File: config.mk
export PLATFORM = sky130hd
export DESIGN_NAME = cfg_pio_engine
export DESIGN_NICKNAME = d
export VERILOG_FILES = /design/src/rtl/cfg_pio_engine.sv
export SDC_FILE = /design/constraint.sdc
export NUM_CORES = 1
export LEC_CHECK = 0
export ABC_AREA = 1
export BUFFER_PORTS_ARGS = -buffer_cell sky130_fd_sc_hd__buf_2
export CAP_MARGIN = 20
export CORE_AREA = 2 2 142 144
export DETAILED_ROUTE_END_ITERATION = 12
export DIE_AREA = 0 0 144 146
export PLACE_DENSITY = 0.74
export SLEW_MARGIN = 20
export SYNTH_ARGS = -nofsm -noshare
export SYNTH_HDL_FRONTEND = slang
export SYNTH_SLANG_ARGS = --single-unit
File: constraint.sdc
create_clock -name clk -period 2.1 [get_ports clk]
set_clock_uncertainty 0.05 [all_clocks]
set_input_delay 0.21 -clock clk [delete_from_list [all_inputs] [get_ports clk]]
set_output_delay 0.21 -clock clk [all_outputs]
set_load 0.01 [all_outputs]
File: src/rtl/cfg_pio_engine.sv
module cfg_pio_engine #(
  parameter int TMO_W = 16,
  parameter logic [TMO_W-1:0] TMO_RST = 1000
) (
  input  logic        clk,
  input  logic        rst_n,
  input  logic        wr_en,
  input  logic [2:0]  wr_addr,
  input  logic [31:0] wr_data,
  input  logic [2:0]  rd_addr,
  output logic [31:0] rd_data,
  input  logic [7:0]  root_bus,
  output logic        req_valid,
  input  logic        req_ready,
  output logic [3:0]  req_type,
  output logic [31:0] req_addr,
  output logic [31:0] req_data,
  output logic [3:0]  req_strb,
  input  logic        cpl_valid,
  input  logic [2:0]  cpl_status,
  input  logic        cpl_err,
  input  logic [31:0] cpl_data,
  output logic        irq
);
  localparam logic [2:0] CS_OK = 3'd0, CS_UR = 3'd1, CS_CRS = 3'd2;

  logic [2:0]       ctrl_q;
  logic [27:0]      tgt_q;
  logic [31:0]      wdat_q, rdat_q;
  logic [TMO_W-1:0] tmo_q, cnt_q;
  logic             busy_q, irq_q, err_q, np_q;
  logic [2:0]       sts_q;

  wire        op_wr    = ctrl_q[0];
  wire [1:0]  sz       = ctrl_q[2:1];
  wire [1:0]  boff     = tgt_q[1:0];
  wire        on_root  = tgt_q[27:20] == root_bus;
  wire        drop     = on_root && (tgt_q[19:15] != 5'd0);
  wire [3:0]  run      = (sz == 2'd0) ? 4'b0001 : (sz == 2'd1) ? 4'b0011 : 4'b1111;
  wire [7:0]  run_sh   = {4'b0, run} << boff;
  wire [3:0]  code     = {2'b10, op_wr, ~on_root};
  wire        launch   = wr_en && wr_addr == 3'd4 && wr_data[0] && !busy_q;
  wire        take_cpl = busy_q && !req_valid && cpl_valid;
  wire        cur_wr   = req_type[1];

  logic        bad;
  logic [31:0] sub;
  always_comb begin
    case (cpl_status)
      CS_OK:   begin bad = cpl_err; sub = cpl_data;     end
      CS_UR:   begin bad = cur_wr;  sub = 32'hFFFFFFFF; end
      CS_CRS:  begin bad = cur_wr;  sub = 32'hFFFF0001; end
      default: begin bad = 1'b1;    sub = rdat_q;       end
    endcase
  end

  always_ff @(posedge clk) begin
    if (!rst_n) begin
      ctrl_q <= '0; tgt_q <= '0; wdat_q <= '0; rdat_q <= '0;
      tmo_q <= TMO_RST; cnt_q <= '0;
      busy_q <= 1'b0; irq_q <= 1'b0; err_q <= 1'b0; np_q <= 1'b0; sts_q <= '0;
      req_valid <= 1'b0; req_type <= '0; req_addr <= '0; req_data <= '0; req_strb <= '0;
    end else begin
      if (wr_en) begin
        case (wr_addr)
          3'd0: ctrl_q <= wr_data[2:0];
          3'd1: tgt_q  <= wr_data[27:0];
          3'd2: wdat_q <= wr_data;
          3'd3: tmo_q  <= wr_data[TMO_W-1:0];
          3'd7: if (wr_data[0]) irq_q <= 1'b0;
          default: ;
        endcase
      end
      if (launch) begin
        sts_q <= CS_OK;
        err_q <= 1'b0;
        if (drop) begin
          irq_q <= 1'b1;
          np_q  <= 1'b0;
          if (!op_wr) rdat_q <= 32'hFFFFFFFF;
        end else begin
          busy_q    <= 1'b1;
          np_q      <= 1'b1;
          cnt_q     <= '0;
          req_valid <= 1'b1;
          req_type  <= code;
          req_addr  <= {4'b0, tgt_q[27:2], 2'b00};
          req_data  <= wdat_q << {boff, 3'b000};
          req_strb  <= run_sh[3:0];
        end
      end
      if (busy_q) begin
        cnt_q <= cnt_q + 1'b1;
        if (req_valid && req_ready) req_valid <= 1'b0;
        if (take_cpl) begin
          busy_q <= 1'b0;
          irq_q  <= 1'b1;
          sts_q  <= cpl_status;
          err_q  <= bad;
          if (!cur_wr && !bad) rdat_q <= sub;
        end else if (cnt_q == tmo_q) begin
          busy_q    <= 1'b0;
          req_valid <= 1'b0;
          irq_q     <= 1'b1;
          err_q     <= 1'b1;
        end
      end
    end
  end

  always_comb begin
    case (rd_addr)
      3'd0: rd_data = {29'd0, ctrl_q};
      3'd1: rd_data = {4'd0, tgt_q};
      3'd2: rd_data = wdat_q;
      3'd3: rd_data = 32'(tmo_q);
      3'd4: rd_data = {31'd0, busy_q};
      3'd5: rd_data = {20'd0, err_q, np_q, sts_q, 7'd0};
      3'd6: rd_data = rdat_q;
      default: rd_data = {31'd0, irq_q};
    endcase
  end

  assign irq = irq_q;
endmodule


-- Yosys cells after proc, flatten, opt, wreduce, memory -nomap -nowiden
Cells that the tools add are included.
- bits of input ports: 87
- bits in registers: 200
- shift-type cells: 2
- equal/unequal tests: 18
- multiplexer cells: 41
- reductions and logical operators: 25
- bitwise operators: 2
- add/sub/neg operators: 1
- operators with widths (operator ; number):
    $pmux 32 s7 ; 1
    $mux 32 ; 6
    $pmux 32 s3 ; 1
    $mux 16 ; 3
    $shl 32x5->32 ; 1
    $mux 1 ; 24
    $add 16x1->16 const B ; 1
    $eq 16x16->1 ; 1
    $eq 3x2->1 const B ; 5
    $eq 3x3->1 const B ; 5
    $reduce_and 2->1 ; 6
    $eq 3x1->1 const B ; 3
    $logic_not 3->1 ; 3
    $mux 3 ; 3
    $eq 8x8->1 ; 1
    $logic_and 1x1->1 ; 8
    $mux 4 ; 2
    $ne 6x3->1 const B ; 1
    $reduce_bool 5->1 ; 1
    $logic_not 1->1 ; 4
    $shl 4x2->4 ; 1
    $eq 2x1->1 const B ; 1
    $logic_not 2->1 ; 1
    $ne 2x2->1 const B ; 1
    other kinds (4) ; 5

-- Logic depth before layout (Yosys ltp)
Gate-level depths: netlist of run 1.
- word-level depth: 9
- depth in mapped cells: 13

-- Least setup slack after synthesis of run 1
OpenSTA, ideal clock, no wires.
- path type: in2out
- start: in rd_addr[1]
- end: out rd_data[9]
- arrival: 1.277 ns
- stages: 5
- path slack: 0.563 ns
- buffers on the path: 1
- path through: clkbuf_1 nand3_1 clkinv_1 a221oi_1 o221ai_1
- longest elaborated chain between the ends: 2
- elaborated cells between the ends (all ways): 8
- classes of those cells: eq/ne: 6; mux: 1; reduce/logical: 1
- RTL lines (what ; line ; source):
    start: declaration ; 10 ; input logic [2:0] rd_addr,
    $eq 3x3->1, or another cell as far along ; 112 ; case (rd_addr)
    $pmux 32 s7 (*) ; 112 ;
    end: declaration ; 11 ; output logic [31:0] rd_data,
Mark *: on every way between the ends. The rest lies on a longest branch, timed or not.

-- Worst setup path in the final report of run 1
- start: reg tgt_q[0]
- end: out rd_data[0]
- longest elaborated chain between the ends: 1
- RTL lines (what ; line ; source):
    start: declaration ; 28 ; logic [27:0] tgt_q;
    start signal: assignment ; 67 ; 3'd1: tgt_q <= wr_data[27:0];
    $pmux 32 s7 ; 112 ;
Every way passes these cells.

==> results of run 1 <==
==> placed cells by master, fill, tap and decap left out, types with 4 or more instances in the layout <==
cell type / n
o22ai_1: 14
dfxtp_1: 200
o221ai_1: 13
o21ai_0: 150
nand2_1: 277
conb_1: 7
xor2_1: 11
nand3_1: 75
inv_1: 190
o21ai_1: 4
buf_2: 184
inv_2: 8
a21oi_1: 126
clkinv_1: 4
a221oi_1: 6
clkbuf_16: 17
a221o_1: 5
buf_12: 7
dlygate4sd3_1: 9
buf_4: 19
nor2_1: 223
nand4_1: 6
o211ai_1: 6
clkinvlp_4: 4
nor3_1: 14
==> repair_timing <==
action	CTS	global route
endpoints found under the setup margin	0	1
resized for setup	0	1
endpoints found under the hold margin	7	2
hold buffers	7	2
==> worst max-delay path by stage <==
stage / endpoint / slack, ns / cells past startpoint
2_1_floorplan: rd_data[9] / 0.56 / 5
3_3_place_gp: rd_data[9] / 0.33 / 7
3_5_place_dp: req_data[14] / 0.27 / 9
4_1_cts: rd_data[0] / 0.11 / 6
5_1_grt: rd_data[0] / 0.05 / 6
6_report: rd_data[0] / 0.12 / 5
==> metrics by stage <==
stage	total power [uW]	worst slack, ns	cell area [um^2]	std cells
3_5_place_dp	4740	0.272	10800	1835
5_1_grt	8390	0.0537	11500	1876
3_3_place_gp	4730	0.330	10800	1835
4_1_cts	8140	0.111	11400	1874
2_1_floorplan	4440	0.563	9650	1449
6_report	8160	0.119	11500	1876
==> layout make-up <==
| type | instances | area share, % |
|---|---|---|
| Sequential cell | 200 | 34.9 |
| Clock buffer | 22 | 4.14 |
| Timing Repair Buffer | 220 | 11.4 |
| Multi-Input combinational cell | 957 | 38.8 |
| Clock inverter | 10 | 1.24 |
| Inverter | 202 | 6.62 |
| Tap cell | 265 | 2.89 |
==> worst reg2reg max path, cell delays in order (launching register included) <==
cell	delay (ns)
dfxtp_1	0.32
inv_1	0.10
nand3_4	0.13
nand3b_4	0.22
nor2_8	0.17
inv_2	0.06
nor2_2	0.37
a21oi_1	0.18
nand2_1	0.13
inv_1	0.04
==> registers in the layout, summed over array words and instances (netlist names), 4 cells and up <==
signal    count
cnt_q        16
tmo_q        16
req_data     32
tgt_q        28
wdat_q       32
req_strb      4
req_addr     26
rdat_q       32
==> per-layer routing <==
metal	routed length, um	up-vias
li1	-	4911
met1	12900	4450
met2	13400	503
met3	2800	61
met4	998	0
met5	0	-
==> kinds of logic (layout without fill, tap and decap cells) <==
kind of cell / after synthesis / in the layout / share of synthesized area (%)
XOR/XNOR: 12 / 12 / 1.09
adder cells (fa/ha/maj): 1 / 1 / 0.130
other: 1 / 7 / 0.0389
flip-flops: 200 / 200 / 41.6
AO/OA/AOI/OAI: 329 / 329 / 18.6
AND/OR/NAND/NOR: 608 / 608 / 26.0
buffers and inverters: 292 / 454 / 12.5
==> power by group <==
| part | leakage, uW | switching [uW] | total (uW) | internal, uW |
|---|---|---|---|---|
| Combinational | 0.00351 | 481 | 744 | 263 |
| Clock | 0.000289 | 1510 | 3480 | 1980 |
| Sequential | 0.00162 | 66.7 | 3940 | 3870 |
| Total | 0.00542 | 2050 | 8160 | 6110 |
==> flow_metrics.tcl, run 1 <==
set metrics [dict create \
    period_minus_slack_ns 1.98 \
    core_um2 19300 \
    synth_edf_count 0 \
    hold_path.class "in -> reg" \
    synth_common_cells "nand2_1 (277), nor2_1 (223), dfxtp_1 (200), inv_1 (190), o21ai_0 (150)" \
    drv_cap 0 \
    async_flop_share_pct 0 \
    gp_congestion 1.00 \
    clk-insertion-delay-late_ns 0.44 \
    final-setup-viol-count 0 \
    timing.rr.start "req_valid" \
    failed_checks "hold timing" \
    grt_first_pass_wirelength_um 45800 \
    cts_sinks 200 \
    top_usage_layer "met2" \
    vias_per_cell 5.29 \
    cts_tree "done" \
    totalWireLength_um 30200 \
    postSynthAreaPerCell_um2 6.67 \
    reg2reg_slack_ns 0.25 \
    synth_warnings 0 \
    slowest_stage "dfxtp_1" \
    io_pins 193 \
    portBuffers 185 \
    grt-ovfl-total 0 \
    ys_ff_latch 200 \
    post_drt_wl_per_cell_um 16.1 \
    synth_area_um2 9630 \
    crit_required_ns 1.84 \
    finalCritPeriodShare_pct 94.3 \
    die_x_um 144 \
    synth_area_leaders "dfxtp_1 (42%), nand2_1 (11%), nor2_1 (8.7%)" \
    drive_above_1_share_pct 16.3 \
    whs_path_depth 3 \
    antenna_found_initial 0 \
    min_to "tmo_q[6]" \
    cp_max_fo 8 \
    die-area_um2 21000 \
    hp-start "wr_data[6]" \
    cts_buffers 17 \
    dr.pass1.iters 6 \
    status "complete, but fails checks" \
    worst_slew_pin_slew_ns 0.974 \
    cts_buffer_depth 2 \
    grtUsageMet3_pct 4.24 \
    max_stage_delay_ns 0.54 \
    end_kind "output pin" \
    syn_inst 1443 \
    reg2reg_depth 9 \
    start_kind "register" \
    first_iter_violations 1047 \
    finalHoldViolCount 1 \
    rr_endpoint "rdat_q[21]" \
    dr_total_vias 9925 \
    grt_max_degree 149 \
    multiInputGateArea_um2 4450 \
    critPathLaunch "tgt_q[0]" \
    synthFlopType "dfxtp_1" \
    crit_chain "inv_1 -> o22ai_1 -> a21oi_1 -> nand3_1 -> buf_2" \
    use_met1_pct 39.1 \
    postRouteAntennaNets 0 \
    use_met2_pct 43.7 \
    fmax_ghz 0.505 \
    grt_pass1_vias 8677 \
    slew_headroom_pct 34.7 \
    drc_errors 0 \
    syn_to_final_growth_pct 19.0 \
    root_buffer "clkbuf_16" \
    num_rows 51 \
    postCtsSetupBuffers 0 \
    synth-seq-area-share_pct 41.6 \
    synth_most_common_cell "nand2_1" \
    worst-setup-path-type "reg -> out" \
    p_leak_uw 0.00542 \
    crit_buf_inv 2 \
    nNetsFinal 1686 \
    powerDensity_nw_per_um2 712 \
    htreeDepth 4 \
    diodes 0 \
    peakVddDrop_mv 0.572 \
    synth_largest_area_cell "dfxtp_1" \
    nFillCells 1834 \
    hpwl_um 22100 \
    regArea_um2 4000 \
    die_h_um 146 \
    clkSlewWorstSetupHoldPaths_ns 0.07 \
    holdWs_ns -0.00269 \
    grt.total_usage_pct 28.1 \
    cp_top_family "flip-flops" \
    setup_tns_ns 0 \
    drv_slew 0 \
    synth_cell_types 39 \
    start_util_pct 49.8 \
    netlist.area_leader.share_pct 41.6 \
    worstPathArrival_ns 1.72 \
    rsz0062_at_grt "false" \
    fin_util_pct 59.3 \
]
Note: power is estimated with default switching activity, not from simulation.
==> run 2, diff against run 1 <==
--- a/config.mk
+++ b/config.mk
@@ -8,10 +8,11 @@
 export ABC_AREA = 1
 export BUFFER_PORTS_ARGS = -buffer_cell sky130_fd_sc_hd__buf_2
 export CAP_MARGIN = 20
-export CORE_AREA = 2 2 142 144
+export CORE_AREA = 2 2 150 152
 export DETAILED_ROUTE_END_ITERATION = 12
-export DIE_AREA = 0 0 144 146
-export PLACE_DENSITY = 0.74
+export DIE_AREA = 0 0 152 154
+export PLACE_DENSITY = 0.67
+export SKIP_CTS_REPAIR_TIMING = 1
 export SLEW_MARGIN = 20
 export SYNTH_ARGS = -nofsm -noshare
 export SYNTH_HDL_FRONTEND = slang
==> flow_metrics.tcl, run 2 (synthesis gave the netlist of run 1 again) <==
set metrics [dict create \
    period_minus_slack_ns 2.00 \
    grt_max_degree 149 \
    diodes 0 \
    use_met2_pct 39.8 \
    power.total_uw 8110 \
    cts_tree "done" \
    timing.rr.start "tgt_q[22]" \
    grt_pass1_vias 8721 \
    grt_first_pass_wirelength_um 48000 \
    grt-ovfl-total 0 \
    fmax_ghz 0.501 \
    critPathLaunch "tgt_q[0]" \
    dr.pass1.iters 6 \
    crit_required_ns 1.84 \
    grtUsageMet3_pct 5.89 \
    totalWireLength_um 31200 \
    worst_slew_pin_slew_ns 0.690 \
    status "complete, but fails checks" \
    layoutNonFillerInstCount 1883 \
    cp-endpoint "rd_data[0]" \
    fin_area_um2 11400 \
    gp_congestion 0.949 \
    rsz0062_at_grt "false" \
    die_x_um 152 \
    slew_headroom_pct 54.0 \
    clkSlewWorstSetupHoldPaths_ns 0.07 \
    syn_to_final_growth_pct 18.2 \
    use_met1_pct 36.0 \
    postRouteAntennaNets 0 \
    grt.total_usage_pct 26.1 \
    portBuffers 185 \
    start_util_pct 44.4 \
    top_usage_layer "met2" \
    post_drt_wl_per_cell_um 16.6 \
    clk-insertion-delay-late_ns 0.44 \
    die_h_um 154 \
    peakVddDrop_mv 0.501 \
    cp_top_family "buffers and inverters" \
    p_leak_uw 0.00539 \
    crit_buf_inv 2 \
    hpwl_um 23000 \
    start_kind "register" \
    vias_per_cell 5.24 \
    cts_buffer_depth 2 \
    drv_slew 0 \
    core_um2 21700 \
    finalHoldViolCount 2 \
    hold_path.class "in -> reg" \
    drive_above_1_share_pct 16.3 \
    slowest_stage "dfxtp_1" \
    rr_endpoint "busy_q" \
    max_stage_delay_ns 0.41 \
    dp_cells 1847 \
    dr_total_vias 9871 \
    holdWs_ns -0.00316 \
    cp_max_fo 8 \
    whs_path_depth 3 \
    final_common_cell "nand2_1" \
    end_kind "output pin" \
    crit_chain "inv_1 -> o22ai_1 -> a21oi_1 -> nand3_1 -> buf_2" \
    failed_checks "hold timing" \
    drv_cap 0 \
    cts_buffers 17 \
    reg2reg_slack_ns 0.26 \
    num_rows 54 \
    reg2reg_depth 12 \
    first_iter_violations 841 \
    drc_errors 0 \
    io_pins 193 \
    worst-setup-path-type "reg -> out" \
    reg_top3 "rdat_q: 32 flops, req_data: 32 flops, wdat_q: 32 flops" \
    powerDensity_nw_per_um2 712 \
    worstPathArrival_ns 1.74 \
    placed_cell_area_um2 10700 \
    finalCritPeriodShare_pct 95.1 \
    nNetsFinal 1678 \
    final_cell_mix "nand2_1 (277), nor2_1 (223), dfxtp_1 (200), inv_1 (190), buf_2 (184)" \
    die-area_um2 23400 \
    fin_util_pct 52.5 \
    cts_sinks 200 \
    final-setup-viol-count 0 \
    cp.depth 5 \
    root_buffer "clkbuf_16" \
    htreeDepth 4 \
    antenna_found_initial 0 \
    setup_tns_ns 0 \
]
## run 2: worst register-to-register path: cells and delay by family, from the launching register on
kind,cells,cell delay [ns]
simple gates,9,0.92
flops,1,0.39
buf+inv,3,0.38
## run 2: worst min path at each step
| stage | startpoint | end | slack, ns |
|---|---|---|---|
| floorplan | wr_data[3] | tmo_q[3] | 0.29 |
| CTS | wr_data[19] | tgt_q[19] | -0.04 |
| global route | wr_data[3] | tmo_q[3] | 0.002 |
| global placement | req_strb[1] | req_strb[1] | 0.40 |
| finish | wr_data[3] | tmo_q[3] | -0.003 |
| detailed placement | req_strb[0] | req_strb[0] | 0.40 |
## run 2: final cells by class
| class | instances | area, um^2 |
|---|---|---|
| clock buffers | 18 | 439 |
| flip-flops and latches | 200 | 4000 |
| clock inverters | 14 | 169 |
| inverters | 202 | 758 |
| fillers | 2212 | 10300 |
| multi-input cells | 957 | 4450 |
| well taps | 280 | 350 |
| repair buffers | 212 | 1220 |
## run 2: where the power goes
group          switching (uW)  internal, uW  leakage, uW  total [uW]
logic                     488           252      0.00347         740
registers                66.0          3870      0.00162        3940
clock network            1520          1920     0.000297        3430
total                    2070          6040      0.00539        8110
## run 2: stage by stage
step           setup WS [ns]  hold slack, ns
3_5_place_dp           0.267           0.404
3_3_place_gp           0.326           0.398
4_1_cts                0.103         -0.0406
2_1_floorplan          0.563           0.286
6_report               0.104        -0.00316
5_1_grt               0.0534         0.00180
## run 2: routing by layer
metal | wire length (um) | share of wire [%]
met5 | 0 | 0
met4 | 895 | 2.9
met2 | 13600 | 44
met3 | 2950 | 9.4
met1 | 13800 | 44
==> run 3, diff against run 2 <==
==> constraint.sdc (replaced) <==
create_clock -name clk -period 2 [get_ports clk]
set_clock_uncertainty 0.05 [all_clocks]
set_input_delay 0.2 -clock clk [delete_from_list [all_inputs] [get_ports clk]]
set_output_delay 0.2 -clock clk [all_outputs]
set_load 0.01 [all_outputs]
==> flow_metrics.tcl, run 3 (synthesis gave the netlist of run 1 again) <==
set metrics [dict create \
    core_um2 21700 \
    grt-ovfl-total 0 \
    syn_to_final_growth_pct 20.1 \
    postRouteAntennaNets 0 \
    hold_path.class "in -> reg" \
    grt_pass1_vias 8700 \
    die_x_um 152 \
    pwr-share-seq_pct 49.4 \
    slew_headroom_pct 53.4 \
    worst_slew_pin_slew_ns 0.699 \
    placed_cell_area_um2 10900 \
    crit_required_ns 2.32 \
    dr_total_vias 9971 \
    failed_checks "hold timing" \
    portBuffers 185 \
    regArea_um2 4010 \
    finalHoldViolCount 2 \
    final_cell_mix "nand2_1 (277), nor2_1 (222), dfxtp_1 (199), inv_1 (189), buf_2 (184)" \
    start_util_pct 44.4 \
    gp_congestion 0.956 \
    internal_power_uw 6240 \
    grt.total_usage_pct 25.7 \
    p_leak_uw 0.00547 \
    powerDensity_nw_per_um2 724 \
    drc_errors 0 \
    first_iter_violations 812 \
    post_drt_wl_per_cell_um 16.3 \
    root_buffer "clkbuf_16" \
    switching_share_pct 25.5 \
    drv_slew 0 \
    final_common_cell "nand2_1" \
    drive_above_1_share_pct 17.2 \
    worstPathArrival_ns 2.24 \
    finalCritPeriodShare_pct 95.9 \
    diodes 0 \
    cts_buffers 17 \
    cts_sinks 200 \
    io_pins 193 \
    die-area_um2 23400 \
    reg2reg_slack_ns 0.08 \
    multiInputGateArea_um2 4460 \
    dr.pass1.iters 5 \
    period_minus_slack_ns 1.92 \
    dp_cells 1861 \
    nFillCells 2190 \
    reg_top3 "rdat_q: 32 flops, req_data: 32 flops, wdat_q: 32 flops" \
    grt_first_pass_wirelength_um 47600 \
    clkSlewWorstSetupHoldPaths_ns 0.07 \
    vias_per_cell 5.24 \
    fin_area_um2 11600 \
    layoutNonFillerInstCount 1904 \
    num_rows 54 \
    cp_max_fo 44 \
    die_h_um 154 \
    rsz0062_at_grt "true" \
    worst-setup-path-type "reg -> reg" \
    status "complete, but fails checks" \
    antenna_found_initial 0 \
    comb_power_share_pct 9.6 \
    drv_cap 0 \
    holdWs_ns -0.0152 \
    grt_max_degree 63 \
    clk-insertion-delay-late_ns 0.44 \
    p_clk_share_pct 41.0 \
    cts_buffer_depth 2 \
    cts_tree "done" \
    peakVddDrop_mv 0.545 \
    end_kind "register" \
    setup_tns_ns 0 \
    fmax_ghz 0.521 \
    start_kind "register" \
    fin_util_pct 53.3 \
    totalWireLength_um 31100 \
    nNetsFinal 1699 \
    switching_power_uw 2140 \
    htreeDepth 4 \
    final-setup-viol-count 0 \
    hpwl_um 23200 \
]
run 3: cell types whose count changed in the layout (fill, tap and decap cells not counted), moves of 2 or more:
cell           previous run  this run
dlygate4sd3_1             4         7
clkinv_2                  4         2
inv_6                     4         2
buf_4                    17        33
clkbuf_1                  0         4
run 3: cell type report:
| type | count | share of cell area (%) |
|---|---|---|
| Multi-Input combinational cell | 957 | 38.5 |
| Timing Repair Buffer | 233 | 12.2 |
| Tap cell | 280 | 3.03 |
| Inverter | 202 | 6.61 |
| Clock buffer | 22 | 3.93 |
| Sequential cell | 200 | 34.6 |
| Clock inverter | 10 | 1.04 |
run 3: metal layers:
metal | part of all wire (%) | track usage, %
met1 | 45 | 36.3
met2 | 44 | 39.5
met3 | 8.1 | 5.05
met4 | 2.9 | 8.68
met5 | 0 | 0
run 3: final timing paths:
kind / cells after the start / start / to
max reg2reg: 8 / tgt_q[17] / req_data[15]
max: 8 / tgt_q[17] / req_data[15]
min: 3 / wr_data[18] / tgt_q[18]
min reg2reg: 2 / req_strb[1] / req_strb[1]
run 3: stage by stage:
stage	worst slack, ns	power (uW)
2_1_floorplan	0.483	4660
3_3_place_gp	0.0985	4990
3_5_place_dp	0.0527	4990
4_1_cts	-0.0443	8380
5_1_grt	-0.0446	8670
6_report	0.0820	8370
run 3: worst max-delay path, stage by stage (launching register included):
cell and delay, ns:
dfxtp_1 0.34, nor3_1 0.19, nand2_1 0.18, nand3_1 0.25
nand2_2 0.17, inv_4 0.17, buf_12 0.23, nand2_1 0.12
a21oi_1 0.14
run 3: power groups by stage:
stage	Sequential (uW)	Clock (uW)	Combinational [uW]
finish	4130	3440	805
global route	4140	3650	884
CTS	4130	3470	775
detailed placement	4220	0	772
global placement	4220	0	765
floorplan	4210	0	448
